File: config.mk
export PLATFORM = sky130hd
export DESIGN_NAME = dma_desc_fetcher
export DESIGN_NICKNAME = d
export VERILOG_FILES = /design/src/rtl/dma_fetch_pkg.sv /design/src/rtl/dma_fetch_fsm.sv /design/src/rtl/dma_fetch_addr.sv /design/src/rtl/dma_desc_regs.sv /design/src/rtl/dma_desc_fetcher.sv
export SDC_FILE = /design/constraint.sdc
export NUM_CORES = 1
export LEC_CHECK = 0
export BUFFER_PORTS_ARGS = -buffer_cell sky130_fd_sc_hd__buf_2
export CAP_MARGIN = 20
export CORE_ASPECT_RATIO = 1.4
export CORE_MARGIN = 2
export CORE_UTILIZATION = 42
export DETAILED_ROUTE_END_ITERATION = 8
export GPL_TIMING_DRIVEN = 0
export PLACE_DENSITY = 0.76
export SLEW_MARGIN = 5
export SYNTH_ARGS = -nofsm -noshare
export SYNTH_HDL_FRONTEND = slang
export SYNTH_HIERARCHICAL = 1
export SYNTH_SLANG_ARGS = --single-unit
File: constraint.sdc
create_clock -name clk -period 2.2 [get_ports clk]
set_input_delay 0.11 -clock clk [delete_from_list [all_inputs] [get_ports clk]]
set_output_delay 0.11 -clock clk [all_outputs]
set_load 0.01 [all_outputs]
File: src/rtl/dma_fetch_pkg.sv
package dma_fetch_pkg;
  typedef enum logic [2:0] {
    FS_IDLE = 3'd0,
    FS_LEN  = 3'd1,
    FS_CTL  = 3'd2,
    FS_ADR  = 3'd3,
    FS_NXT  = 3'd4,
    FS_RUN  = 3'd5
  } fetch_state_e;

  localparam int unsigned WORDS_PER_DESC = 4;
  localparam int unsigned IDX_W = $clog2(WORDS_PER_DESC);
endpackage

File: src/rtl/dma_fetch_fsm.sv
module dma_fetch_fsm
  import dma_fetch_pkg::*;
(
  input  logic             clk,
  input  logic             rst_n,
  input  logic             go,
  input  logic             chain_on,
  input  logic             bus_ack,
  input  logic             bus_err,
  input  logic             eng_done,
  output fetch_state_e     state,
  output logic [IDX_W-1:0] word_idx,
  output logic             req,
  output logic             load_en,
  output logic             abort,
  output logic             done_evt,
  output logic             eng_start
);
  fetch_state_e state_n;

  always_comb begin
    req = (state == FS_LEN) || (state == FS_CTL) ||
          (state == FS_ADR) || (state == FS_NXT);
    unique case (state)
      FS_CTL:  word_idx = IDX_W'(1);
      FS_ADR:  word_idx = IDX_W'(2);
      FS_NXT:  word_idx = IDX_W'(3);
      default: word_idx = IDX_W'(0);
    endcase
    abort    = req && bus_err;
    load_en  = req && bus_ack && !bus_err;
    done_evt = (state == FS_RUN) && eng_done;
  end

  always_comb begin
    state_n = state;
    unique case (state)
      FS_IDLE: if (go) state_n = FS_LEN;
      FS_LEN:  if (abort) state_n = FS_IDLE; else if (load_en) state_n = FS_CTL;
      FS_CTL:  if (abort) state_n = FS_IDLE; else if (load_en) state_n = FS_ADR;
      FS_ADR:  if (abort) state_n = FS_IDLE; else if (load_en) state_n = FS_NXT;
      FS_NXT:  if (abort) state_n = FS_IDLE; else if (load_en) state_n = FS_RUN;
      FS_RUN:  if (eng_done) state_n = chain_on ? FS_LEN : FS_IDLE;
      default: state_n = FS_IDLE;
    endcase
  end

  always_ff @(posedge clk) begin
    if (!rst_n) begin
      state     <= FS_IDLE;
      eng_start <= 1'b0;
    end else begin
      state     <= state_n;
      eng_start <= (state == FS_NXT) && load_en;
    end
  end
endmodule

File: src/rtl/dma_fetch_addr.sv
module dma_fetch_addr
  import dma_fetch_pkg::*;
#(
  parameter int unsigned ADDR_W = 32,
  parameter int unsigned DATA_W = 32
) (
  input  logic [ADDR_W-1:0] base,
  input  logic [IDX_W-1:0]  word_idx,
  output logic [ADDR_W-1:0] adr
);
  localparam int unsigned BYTES = DATA_W / 8;
  localparam int unsigned SHIFT = $clog2(BYTES);

  logic [ADDR_W-1:0] offset;

  always_comb begin
    offset = ADDR_W'(word_idx) << SHIFT;
    adr    = base + offset;
  end
endmodule

File: src/rtl/dma_desc_regs.sv
module dma_desc_regs
  import dma_fetch_pkg::*;
#(
  parameter int unsigned ADDR_W   = 32,
  parameter int unsigned DATA_W   = 32,
  parameter int unsigned LEN_W    = 12,
  parameter int unsigned CTRL_W   = 9,
  parameter int unsigned ERR_BIT  = 1,
  parameter int unsigned DONE_BIT = 2
) (
  input  logic              clk,
  input  logic              rst_n,
  input  logic              idle,
  input  logic              host_ptr_we,
  input  logic [ADDR_W-1:0] host_ptr_wdata,
  input  logic              host_ctrl_we,
  input  logic [CTRL_W-1:0] host_ctrl_wdata,
  input  logic              load_en,
  input  logic [IDX_W-1:0]  word_idx,
  input  logic [DATA_W-1:0] rd_data,
  input  logic              abort,
  input  logic              done_evt,
  output logic [LEN_W-1:0]  len_q,
  output logic [CTRL_W-1:0] ctrl_q,
  output logic [ADDR_W-1:0] addr_q,
  output logic [ADDR_W-1:0] ptr_q
);
  always_ff @(posedge clk) begin
    if (!rst_n) begin
      len_q  <= '0;
      ctrl_q <= '0;
      addr_q <= '0;
      ptr_q  <= '0;
    end else begin
      if (idle && host_ptr_we)  ptr_q  <= host_ptr_wdata;
      if (idle && host_ctrl_we) ctrl_q <= host_ctrl_wdata;
      if (load_en) begin
        unique case (word_idx)
          IDX_W'(0): len_q  <= rd_data[LEN_W-1:0];
          IDX_W'(1): ctrl_q <= rd_data[CTRL_W-1:0];
          IDX_W'(2): addr_q <= rd_data[ADDR_W-1:0];
          default:   ptr_q  <= rd_data[ADDR_W-1:0];
        endcase
      end
      if (abort)    ctrl_q[ERR_BIT]  <= 1'b1;
      if (done_evt) ctrl_q[DONE_BIT] <= 1'b1;
    end
  end
endmodule

File: src/rtl/dma_desc_fetcher.sv
module dma_desc_fetcher
  import dma_fetch_pkg::*;
#(
  parameter int unsigned ADDR_W    = 32,
  parameter int unsigned DATA_W    = 32,
  parameter int unsigned LEN_W     = 12,
  parameter int unsigned CTRL_W    = 9,
  parameter int unsigned FETCH_BIT = 0,
  parameter int unsigned ERR_BIT   = 1,
  parameter int unsigned DONE_BIT  = 2
) (
  input  logic              clk,
  input  logic              rst_n,
  input  logic              host_ptr_we,
  input  logic [ADDR_W-1:0] host_ptr_wdata,
  input  logic              host_ctrl_we,
  input  logic [CTRL_W-1:0] host_ctrl_wdata,
  output logic              wb_cyc_o,
  output logic              wb_stb_o,
  output logic [ADDR_W-1:0] wb_adr_o,
  input  logic [DATA_W-1:0] wb_dat_i,
  input  logic              wb_ack_i,
  input  logic              wb_err_i,
  output logic              eng_start_o,
  input  logic              eng_done_i,
  output logic [LEN_W-1:0]  xfer_len_o,
  output logic [CTRL_W-1:0] xfer_ctrl_o,
  output logic [ADDR_W-1:0] xfer_addr_o,
  output logic [ADDR_W-1:0] desc_ptr_o,
  output logic [2:0]        fetch_state_o
);
  fetch_state_e     state;
  logic [IDX_W-1:0] word_idx;
  logic             req, load_en, abort, done_evt, go, idle;

  assign idle = (state == FS_IDLE);
  assign go   = xfer_ctrl_o[FETCH_BIT] && !xfer_ctrl_o[ERR_BIT];

  dma_fetch_fsm u_fsm (
    .clk      (clk),
    .rst_n    (rst_n),
    .go       (go),
    .chain_on (xfer_ctrl_o[FETCH_BIT]),
    .bus_ack  (wb_ack_i),
    .bus_err  (wb_err_i),
    .eng_done (eng_done_i),
    .state    (state),
    .word_idx (word_idx),
    .req      (req),
    .load_en  (load_en),
    .abort    (abort),
    .done_evt (done_evt),
    .eng_start(eng_start_o)
  );

  dma_fetch_addr #(.ADDR_W(ADDR_W), .DATA_W(DATA_W)) u_addr (
    .base    (desc_ptr_o),
    .word_idx(word_idx),
    .adr     (wb_adr_o)
  );

  dma_desc_regs #(
    .ADDR_W(ADDR_W), .DATA_W(DATA_W), .LEN_W(LEN_W), .CTRL_W(CTRL_W),
    .ERR_BIT(ERR_BIT), .DONE_BIT(DONE_BIT)
  ) u_regs (
    .clk            (clk),
    .rst_n          (rst_n),
    .idle           (idle),
    .host_ptr_we    (host_ptr_we),
    .host_ptr_wdata (host_ptr_wdata),
    .host_ctrl_we   (host_ctrl_we),
    .host_ctrl_wdata(host_ctrl_wdata),
    .load_en        (load_en),
    .word_idx       (word_idx),
    .rd_data        (wb_dat_i),
    .abort          (abort),
    .done_evt       (done_evt),
    .len_q          (xfer_len_o),
    .ctrl_q         (xfer_ctrl_o),
    .addr_q         (xfer_addr_o),
    .ptr_q          (desc_ptr_o)
  );

  assign wb_cyc_o      = req;
  assign wb_stb_o      = req;
  assign fetch_state_o = state;
endmodule

After elaboration in Yosys (flattened, before gate mapping)
Index checks and enable logic that the tools add are counted.
{"block": "word_totals", "output_inout_bits": 123, "elab_cells": 60, "in_bits": 80, "ff_bits": 89}
{"block": "classes", "addsub": 1, "n_eq_ne": 13, "n_reduce_logical": 19, "mux": 21}
{"cell": "$mux 32", "n": 3}
{"cell": "$add 32x4->32", "n": 1}
{"cell": "$mux 3", "n": 10}
{"cell": "$mux 9", "n": 3}
{"cell": "$pmux 3 s6", "n": 1}
{"cell": "$ne 3x2->1 const B", "n": 4}
{"cell": "$logic_and 1x1->1", "n": 8}
{"cell": "$eq 3x2->1 const B", "n": 2}
{"cell": "$eq 3x3->1 const B", "n": 2}
{"cell": "$pmux 2 s3", "n": 1}
{"cell": "$reduce_and 6->1", "n": 1}
{"cell": "$ne 2x2->1 const B", "n": 2}
{"cell": "$reduce_and 2->1", "n": 2}
{"cell": "$eq 3x1->1 const B", "n": 1}
{"cell": "$logic_not 3->1", "n": 1}
{"cell": "$logic_or 1x1->1", "n": 3}
{"cell": "$mux 1", "n": 3}
{"cell": "$reduce_or 3->1", "n": 1}
{"cell": "$eq 2x1->1 const B", "n": 1}
{"cell": "$eq 2x2->1 const B", "n": 1}
{"cell": "$logic_not 1->1", "n": 2}
{"cell": "$logic_not 2->1", "n": 1}

Depth between registers and ports, before layout
{"block": "depth", "depth_word": 9, "depth_mapped": 9, "ltp_nobuf": 8}

Cells and area by module
Netlist, hierarchy kept.
{"module": "dma_desc_regs", "n_inst": 1, "seq_area_each_um2": 1701.6, "area_per_inst_um2": 3402.0, "cells_each": 364}
{"module": "dma_fetch_addr", "n_inst": 1, "seq_area_each_um2": 0.0, "area_per_inst_um2": 590.6, "cells_each": 79}
{"module": "dma_fetch_fsm", "n_inst": 1, "seq_area_each_um2": 80.1, "area_per_inst_um2": 285.3, "cells_each": 37}
{"module": "dma_desc_fetcher", "n_inst": 1, "seq_area_each_um2": 0.0, "area_per_inst_um2": 23.8, "cells_each": 3}

Worst setup path before layout
Ideal clock, no wire load.
{"block": "synth_timing", "path_kind": "register to output", "from": "register u_fsm.state[1]", "to": "output port wb_adr_o[16]", "t_arrival_ns": 2.572, "path_stages_with_launch": 8, "required_ns": 2.090, "n_path_buf": 0, "path_slack_ns": -0.482, "path_cell_list": "dfxtp_1 or2b_1 mux2i_1 fa_1 nand4_1 nor3_1 nand4_1 xnor2_1"}
{"block": "synth_via", "elab_chain_cells": 3, "elab_cells_between_ends": 5, "cone_classes": "1 x add/sub; 3 x eq/ne; 1 x mux"}
{"element": "start: declaration", "line_no": "dma_fetch_fsm.sv:11", "rtl": "output fetch_state_e state,"}
{"element": "start signal: assignment", "line_no": "dma_fetch_fsm.sv:53", "rtl": "state <= state_n;"}
{"element": "$eq 3x3->1 or $eq 3x2->1 (tied branches)", "line_no": "dma_fetch_fsm.sv:24", "rtl": "unique case (state)"}
{"element": "$pmux 2 s3 (*)", "line_no": "dma_fetch_fsm.sv:24"}
{"element": "net word_idx[1]", "line_no": "dma_desc_fetcher.sv:33", "rtl": "logic [IDX_W-1:0] word_idx;"}
{"element": "$add 32x4->32 (*)", "line_no": "dma_fetch_addr.sv:18", "rtl": "adr = base + offset;"}
{"element": "end: declaration", "line_no": "dma_desc_fetcher.sv:20", "rtl": "output logic [ADDR_W-1:0] wb_adr_o,"}
Mark *: on every way through the listed nets, which the timed path passes. The rest lies on a longest branch.

Final worst setup path
{"block": "layout_timing", "from": "register u_fsm.state[2]", "to": "output port wb_adr_o[29]"}
The elaborated chain is that of the path after synthesis.

==> results.txt <==
Antenna Nets Post-Route = 0
RePlAce Congestion = 0.8292
Fill cells = 863
Post-synth EDFFs = 0
Tcrit/Tclk final = 121.7%
Setup WS post-layout = -0.4773 ns
CP Data Required Time = 2.09 ns
final-report hold violation count = 0
Synth Register Bits = 89
grt ovf = 0
vias in the first global route = 4225
multi-input logic area = 2664 um2
worst hold path type = primary input to register
Area Overhead vs Synth = 48.87%
syn_nets = 566
Worst VDD drop = 0.0005060 V
total iterations of the first detailed-routing run = 4
Nets = 805
Iteration-0 DRC Markers = 148
Avg Cell Area, Syn = 8.906 um2
failing checks = negative setup slack
Worst-Margin Slew = 0.5144 ns
area of the mapped netlist = 4302 um2
CP Max Fanout = 5
hold_ws = 0.02401 ns
worst skew pair latency = 0.33 ns
Num Clock Sinks = 89
crit path DAT = 2.57 ns
PortBufs = 202
DRC viols = 0
Async S/R FF share, synth = 0%
Worst Hold Depth = 3
clock root buffer = clkbuf_16
ant diodes = 0
core area = 9953 um2
RSZ-0062 raised after global routing = true
Area contributors post-synth = dfxtp_1, mux2i_1, nand2_1
cell taking the most area after synthesis = dfxtp_1
H-Tree Depth = 3
Fin Clk Skew = 0.006874 ns
achievable clock frequency = 373.5 MHz
CP endpoint kind = output port
r2r startpoint = u_fsm/state[0]
CTS tree = yes
first-pass GRT wire length = 20380 um
Lkg Pwr = 3.160 nW
Tot Pwr = 4.702 mW
clock buffer depth = 2
initial antenna violation count = 0
Post-synth top cells = dfxtp_1, nand2_1, mux2i_1
DIE AREA = 11080 um2
Routed WL = 13590 um
RR Endpoint = u_regs/len_q[5]
fin. max-slew vios = 0
hold_sp = wb_dat_i[23]
average vias per placed instance = 5.144
Final min period = 2.677 ns
Synth top area share = 41.42%
post-DP HPWL = 10290 um
synth warn = 6
Slew headroom = 65.71%
WL/cell = 15.77 um
largest net degree at the start of global routing = 14
post-synth cell types = 39
pwr dens = 734.2 nW/um2
Placement Rows = 43
R2R Setup Slk = 0.19 ns
layout cells sized above 1 = 43.60%
Max Cap Violations = 0
GRT Total Usage = 23.77%
Syn Inst Count = 483
vias = 4434
Worst Hold Endpoint = u_regs/addr_q[23]
Num CTS Buffers = 9
starting density of the core = 43.22%
Crit Path Class = register to output port
status = finished, violations left
R2R cell count = 9
I/O pin count = 203
Placement Setup Slack = -0.6157 ns
Die X = 89.53 um
ys flop type = dfxtp_1
FF/Latch Area = 1790 um2
most common cell in the netlist = dfxtp_1
Final TNS setup = -9.419 ns
Final Setup Violations = 27
Setup crit start kind = register
register clock-pin slew on the reported worst setup and hold paths = 0.06 ns
Die H = 123.7 um
sequential share of the synthesized area = 41.42%
==> layer usage <==
metal | part of all wire, % | vias to the layer above | GRT usage [%]
li1 | - | 2155 | -
met1 | 37 | 2108 | 26.68
met2 | 55 | 157 | 43.98
met3 | 5.7 | 14 | 4.175
met4 | 1.7 | 0 | 8.489
met5 | 0 | - | 0
==> power breakdown <==
group	switching [mW]	internal, mW
Combinational	0.603	0.599
Clock	0.590	0.972
Sequential	0.183	1.75
Total	1.38	3.33
==> what timing repair did <==
item / 4_1_cts / 5_1_grt
gates cloned: 1 / 0
hold endpoints to repair: 1 / 0
setup endpoints to repair: 57 / 105
hold buffers: 1 / 0
pin swaps: 14 / 15
resized for setup: 26 / 27
setup buffers: 19 / 8
==> worst max-delay path: stages (launching register included) <==
cell	delay, ns
dfxtp_4	0.36
or2b_4	0.28
a21oi_4	0.17
ha_4	0.17
buf_4	0.10
buf_6	0.07
a21o_1	0.15
nor4b_4	0.25
buf_4	0.18
clkbuf_16	0.15
nand3_4	0.08
xnor2_2	0.13
buf_2	0.14
==> how the worst max path moves through the flow <==
stage	cells past startpoint	slack, ns	endpoint	startpoint
floorplan	9	-0.14	wb_adr_o[30]	u_fsm/state[2]
global placement	10	-0.55	wb_adr_o[20]	u_fsm/state[2]
detailed placement	10	-0.62	wb_adr_o[20]	u_fsm/state[2]
CTS	11	-0.52	wb_adr_o[19]	u_fsm/state[1]
global route	11	-0.63	wb_adr_o[16]	u_fsm/state[2]
finish	12	-0.48	wb_adr_o[29]	u_fsm/state[2]
==> state kept, by name, summed over array words and instances, names as in the netlist <==
name and flops:
u_fsm/eng_start 1, u_regs/len_q 12, u_fsm/state 3, u_regs/addr_q 32
u_regs/ptr_q 32, u_regs/ctrl_q 9
==> layout by cell type, fill, tap and decap left out, drive strengths merged, types with 3 or more instances in the layout <==
cell | netlist | final
buf | 19 | 245
nor2b | 13 | 13
clkbuf | 14 | 29
a31oi | 3 | 3
o21ai | 40 | 40
nor4 | 3 | 3
nor3 | 4 | 4
mux2i | 56 | 56
dfxtp | 89 | 89
nand4 | 10 | 10
inv | 8 | 8
a21boi | 32 | 32
a21oi | 40 | 40
xor2 | 8 | 8
and4 | 4 | 4
nor2 | 7 | 7
nand3 | 13 | 13
nand2 | 78 | 78
xnor2 | 22 | 22
==> layout make-up <==
cell class / count / area share, %
multi-input combinational: 353 / 41.60
sequential: 89 / 27.96
timing repair buffer: 229 / 19.73
clock buffer: 14 / 4.279
buffer: 32 / 2.775
tap: 135 / 2.638
clock inverter: 2 / 0.5471
inverter: 8 / 0.4689
==> cells by family (layout without fill, tap and decap cells) <==
group | after synthesis | in the layout | synth area share, %
XOR/XNOR | 30 | 30 | 6.108
AO/OA/AOI/OAI | 119 | 119 | 16.23
buffers and inverters | 41 | 285 | 4.828
AND/OR/NAND/NOR | 144 | 144 | 17.10
flip-flops | 89 | 89 | 41.42
multiplexers | 56 | 56 | 13.03
adder cells (fa/ha/maj) | 4 | 4 | 1.280
==> metrics by stage <==
step                      util (%)  area (um2)  instances
final                        64.34        6404        862
after global routing         64.34        6404        862
after CTS                    63.04        6275        856
after detailed placement     56.98        5672        820
after global placement       56.98        5672        820
after floorplan                  -        4492        483
No activity file was read; power rests on OpenSTA's default activity.
